**src/rtl/cew_pkg.sv**
```systemverilog
`timescale 1ns/1ps
package cew_pkg;

    // Outcome reported by the ECC decoder for one access.
    typedef enum logic [1:0] {
        ECC_CLEAN = 2'b00,
        ECC_FIX1  = 2'b01,
        ECC_FIX2  = 2'b10,
        ECC_FATAL = 2'b11
    } ecc_code_e;

    // Interrupt state machine.
    typedef enum logic [1:0] {
        MON_QUIET = 2'b00,
        MON_TALLY = 2'b01,
        MON_ALERT = 2'b10
    } mon_state_e;

endpackage

```
**src/rtl/cew_counter.sv**
```systemverilog
`timescale 1ns/1ps
// Saturating tally of corrected-error events.
module cew_counter #(
    parameter int CNT_W = 16
) (
    input  logic             clk,
    input  logic             rst_n,
    input  logic             bump,
    input  logic             wipe,
    output logic [CNT_W-1:0] cnt_nx
);
    localparam logic [CNT_W-1:0] CMAX = {CNT_W{1'b1}};

    logic [CNT_W-1:0] cnt_q;

    // Clear has priority over a same-cycle event; the top value is sticky.
    always_comb begin
        if (wipe)
            cnt_nx = '0;
        else if (bump && (cnt_q != CMAX))
            cnt_nx = cnt_q + 1'b1;
        else
            cnt_nx = cnt_q;
    end

    always_ff @(posedge clk or negedge rst_n) begin
        if (!rst_n)
            cnt_q <= '0;
        else
            cnt_q <= cnt_nx;
    end
endmodule

```
**src/rtl/cew_fsm.sv**
```systemverilog
`timescale 1ns/1ps
// Interrupt state machine: QUIET -> TALLY -> ALERT, wiped by a clear write.
module cew_fsm
    import cew_pkg::*;
#(
    parameter int CNT_W = 16
) (
    input  logic             clk,
    input  logic             rst_n,
    input  logic             bump,
    input  logic             wipe,
    input  logic [CNT_W-1:0] cnt_nx,
    input  logic [CNT_W-1:0] thresh,
    output logic             irq
);
    mon_state_e state_q, state_nx;
    logic       over;

    assign over = (cnt_nx > thresh);

    // State register.
    always_ff @(posedge clk or negedge rst_n) begin
        if (!rst_n)
            state_q <= MON_QUIET;
        else
            state_q <= state_nx;
    end

    // Transitions.
    always_comb begin
        state_nx = state_q;
        unique case (state_q)
            MON_QUIET: begin
                if (wipe)
                    state_nx = MON_QUIET;
                else if (bump && over)
                    state_nx = MON_ALERT;      // trip_direct
                else if (bump)
                    state_nx = MON_TALLY;      // first_hit
            end
            MON_TALLY: begin
                if (wipe)
                    state_nx = MON_QUIET;      // wipe
                else if (over)
                    state_nx = MON_ALERT;      // trip
            end
            MON_ALERT: begin
                if (wipe)
                    state_nx = MON_QUIET;      // wipe
            end
            default: state_nx = MON_QUIET;
        endcase
    end

    // Outputs.
    always_comb begin
        irq = (state_q == MON_ALERT);
    end
endmodule

```
**src/rtl/cew_inject.sv**
```systemverilog
`timescale 1ns/1ps
// Self-test injector: one-hot XOR mask for the data path.
module cew_inject #(
    parameter int DATA_W = 64,
    localparam int IDX_W = $clog2(DATA_W)
) (
    input  logic              clk,
    input  logic              rst_n,
    input  logic              wr,
    input  logic              en,
    input  logic [IDX_W-1:0]  sel,
    output logic [DATA_W-1:0] mask
);
    logic             en_q;
    logic [IDX_W-1:0] sel_q;

    always_ff @(posedge clk or negedge rst_n) begin
        if (!rst_n) begin
            en_q  <= 1'b0;
            sel_q <= '0;
        end else if (wr) begin
            en_q  <= en;
            sel_q <= sel;
        end
    end

    for (genvar i = 0; i < DATA_W; i++) begin : g_bit
        assign mask[i] = en_q && (sel_q == IDX_W'(i));
    end
endmodule

```
**src/rtl/cerr_watch.sv**
```systemverilog
`timescale 1ns/1ps
// Corrected-error threshold monitor, top level.
module cerr_watch
    import cew_pkg::*;
#(
    parameter int DATA_W = 64,
    parameter int CNT_W  = 16,
    localparam int IDX_W = $clog2(DATA_W)
) (
    input  logic              clk,
    input  logic              rst_n,
    input  logic              acc_valid,
    input  logic [1:0]        acc_code,
    input  logic [CNT_W-1:0]  thresh,
    input  logic              ctrl_wr,
    input  logic              ctrl_clr,
    input  logic              ctrl_inj_en,
    input  logic [IDX_W-1:0]  ctrl_inj_sel,
    output logic              irq,
    output logic [DATA_W-1:0] inj_mask
);
    logic             bump;
    logic             wipe;
    logic [CNT_W-1:0] cnt_nx;

    // Only repaired accesses count; uncorrectable ones go elsewhere.
    assign bump = acc_valid &&
                  ((acc_code == ECC_FIX1) || (acc_code == ECC_FIX2));
    assign wipe = ctrl_wr && ctrl_clr;

    cew_counter #(.CNT_W(CNT_W)) u_cnt (
        .clk    (clk),
        .rst_n  (rst_n),
        .bump   (bump),
        .wipe   (wipe),
        .cnt_nx (cnt_nx)
    );

    cew_fsm #(.CNT_W(CNT_W)) u_fsm (
        .clk    (clk),
        .rst_n  (rst_n),
        .bump   (bump),
        .wipe   (wipe),
        .cnt_nx (cnt_nx),
        .thresh (thresh),
        .irq    (irq)
    );

    cew_inject #(.DATA_W(DATA_W)) u_inj (
        .clk   (clk),
        .rst_n (rst_n),
        .wr    (ctrl_wr),
        .en    (ctrl_inj_en),
        .sel   (ctrl_inj_sel),
        .mask  (inj_mask)
    );
endmodule

```
**config.mk**
```make
export PLATFORM = sky130hd
export DESIGN_NAME = cerr_watch
export DESIGN_NICKNAME = d
export VERILOG_FILES = /design/src/rtl/cew_pkg.sv /design/src/rtl/cew_counter.sv /design/src/rtl/cew_fsm.sv /design/src/rtl/cew_inject.sv /design/src/rtl/cerr_watch.sv
export SDC_FILE = /design/constraint.sdc
export NUM_CORES = 1
export LEC_CHECK = 0
export BUFFER_PORTS_ARGS = -buffer_cell sky130_fd_sc_hd__buf_2
export CAP_MARGIN = 20
export CORE_MARGIN = 3
export CORE_UTILIZATION = 53
export CTS_BUF_LIST = sky130_fd_sc_hd__clkbuf_8
export CTS_CLUSTER_SIZE = 24
export DETAILED_ROUTE_END_ITERATION = 10
export PLACE_DENSITY_LB_ADDON = 0.3
export SETUP_SLACK_MARGIN = 0.02
export SLEW_MARGIN = 15
export SYNTH_ARGS = -nofsm -noshare
export SYNTH_HDL_FRONTEND = slang
export SYNTH_HIERARCHICAL = 1
export SYNTH_SLANG_ARGS = --single-unit
```
**constraint.sdc**
```tcl
create_clock -name clk -period 9 [get_ports clk]
set_input_delay 1.35 -clock clk [delete_from_list [all_inputs] [get_ports clk]]
set_output_delay 1.35 -clock clk [all_outputs]
set_load 0.01 [all_outputs]
```
==> out/results.ini <==
[clock_network]
clkLatencyLatePin_ns = 0.27
h-tree-depth = 1
ctsHoldBuffers = 0
root_buffer = clkbuf_8
cts_buffers = 3
cts_sinks = 25
cts_setup_buffers = 0
clk_pin_slew_ns = 0.08
tritoncts = done
cts_resized = 0
cts_buffer_depth = 2

[placement]
place_inst = 398
routabilityCongestion = 0.803
io_buffer_count = 94
dp_hpwl_um = 4390
dpl_cell_area_mm2 = 0.00263

[timing]
period_share = 0.469
hold_viol_final = 0
slew_violations = 0
max_freq_ghz = 0.237
worst_pin_slew_ns = 0.950
rsz0062_at_grt = false
relSlewSlack = 0.361
skew_ns = 0.00358
min_period_ns = 4.22
fin_setup_tns_ns = 0
setup_viol = 0

[drt]
drcViolationCount = 0
drtAntennaViolNets = 0
dr.pass1.iters = 4
viasPerCell = 5.50
wire_per_inst_um = 13.5
vias = 2212
initialDrtViolationCount = 88
routed_wl_um = 5430

[critical_path]
critPathKind = in -> reg
critPathMaxFanout = 10
cp-end-kind = flop
required_ns = 9.16
cp.arrival_ns = 4.38
critPathLaunchType = input port

[global_routing]
grt_pass1_vias = 2033
antenna_found_initial = 0
grt_pass1_wl_um = 9320
grt_max_degree = 26
grt_overflow = 0
grtUsageTotal = 0.229

[die]
ios = 95
dieHeight_um = 69.8
core-area_mm2 = 0.00380
initial_core_util = 0.569
die_area_mm2 = 0.00488
die_width_um = 69.8
rows = 22

[final_layout]
register_area_um2 = 626
fin_area_mm2 = 0.00268
multiInputGateArea_mm2 = 0.00140
instances_no_fill = 402
final_core_util = 0.706
layout-drive-gt1-share = 0.331
finalNetCount = 402
syn_to_final_growth_pct = 24.1
fillers = 309
diodes = 0

[yosys]
netlist.area_leader.share = 0.290
ys.warnings.count = 6
synth-seq-cells = 25
async_reset_ff_frac = 1.00
synth_top_area_cell = dfrtp_1
synth_edf_count = 0
syn_inst = 269
synth.distinct_cells = 51
synth_area_mm2 = 0.00216
yosys-top-cells-area = dfrtp_1, nor2_1, ha_1, a21oi_1, mux2_2
yosysMostFrequentCell = nor2_1
synthTopCellsByCount = nor2_1, dfrtp_1, inv_1
syn_avg_cell_area_um2 = 8.03
synth-seq-area-share = 0.290
synth_flop_cell = dfrtp_1
mappedNetlistNets = 316

[power_and_ir_drop]
vdd_drop_max_mv = 0.0639
leakagePower_uw = 0.00139
p_per_area_mw_per_mm2 = 97.8

[status]
status = finished clean

[hold_path]
hp-class = reg -> reg

[flow_run]
drv_cap = 0

==> sequential cells by signal, summed over array words and instances, names as in the netlist <==
name           cells
u_fsm/state_q      2
u_inj/sel_q        6
u_cnt/cnt_q       16
u_inj/en_q         1
==> kinds of logic after synthesis <==
family                     after synthesis  synth area share
and+or+nand+nor                        145             0.377
xor gates and xnor gates                 2           0.00811
adders and majority gates               17            0.0985
muxes                                    9            0.0458
buffers and inverters                   33            0.0608
DFF                                     25             0.290
AOI/OAI and AO/OA                       38             0.120
==> cells in the final DEF, fill, tap and decap left out, types with 5 or more instances in the layout <==
| master | instances |
|---|---|
| a21oi_1 | 16 |
| nor3_1 | 6 |
| nand4_1 | 6 |
| nand3_1 | 7 |
| o21ai_0 | 5 |
| inv_1 | 20 |
| buf_2 | 94 |
| dfrtp_1 | 25 |
| nor2_1 | 70 |
| nand4bb_1 | 6 |
| mux2_2 | 7 |
| nand2_1 | 9 |
| ha_1 | 17 |
==> critical path, cell delays in order <==
cell and delay, ns:
buf_2 0.10, xor2_1 0.13, and2_1 0.30, and3_1 0.26
nand3_2 0.19, or4_1 0.51, a21oi_1 0.20, ha_1 0.29
nand4_2 0.09, nor3_2 0.06, a21boi_1 0.12, or4_4 0.51
a41o_1 0.24
==> stage by stage <==
step	hold WS, ns	setup slack, ns	power (uW)
after floorplan	0.480	4.90	178
after global placement	0.499	4.60	195
after detailed placement	0.510	4.49	199
after CTS	0.522	4.78	265
after global routing	0.570	4.49	281
final	0.520	4.78	262
==> metal layers <==
metal	share of wire	track usage
met5	0	0
met4	0.010	0.0617
met3	0.069	0.0319
met2	0.51	0.421
met1	0.41	0.277
==> layout make-up <==
cell class / instances / share of cell area
Clock buffer: 3 / 0.0154
Timing Repair Buffer: 94 / 0.176
Inverter: 20 / 0.0280
Sequential cell: 25 / 0.233
Multi-Input combinational cell: 211 / 0.523
Tap cell: 48 / 0.0224
Clock inverter: 1 / 0.00187
==> path summary, 6_finish.rpt <==
| path | start | slack, ns | cells after the start | to |
|---|---|---|---|---|
| min in group asynchronous | rst_n | 1.06 | 1 | u_cnt/cnt_q[8]$_DFF_PN0_ |
| worst min-delay path | u_fsm/state_q[1]$_DFFE_PN0P_ | 0.52 | 3 | u_fsm/state_q[0]$_DFFE_PN0P_ |
| worst max register to register | u_cnt/cnt_q[0]$_DFF_PN0_ | 5.13 | 11 | u_fsm/state_q[1]$_DFFE_PN0P_ |
| worst min register to register | u_fsm/state_q[1]$_DFFE_PN0P_ | 0.52 | 3 | u_fsm/state_q[0]$_DFFE_PN0P_ |
| max in group asynchronous | rst_n | 7.58 | 1 | u_inj/sel_q[2]$_DFFE_PN0P_ |
| worst max-delay path | acc_code[0] | 4.78 | 13 | u_fsm/state_q[1]$_DFFE_PN0P_ |
==> power breakdown <==
group	switching, uW	internal (uW)
Combinational	36.0	29.5
Sequential	11.6	119
Clock	34.6	30.9
Total	82.2	180
(Power assumes the default switching activity.)
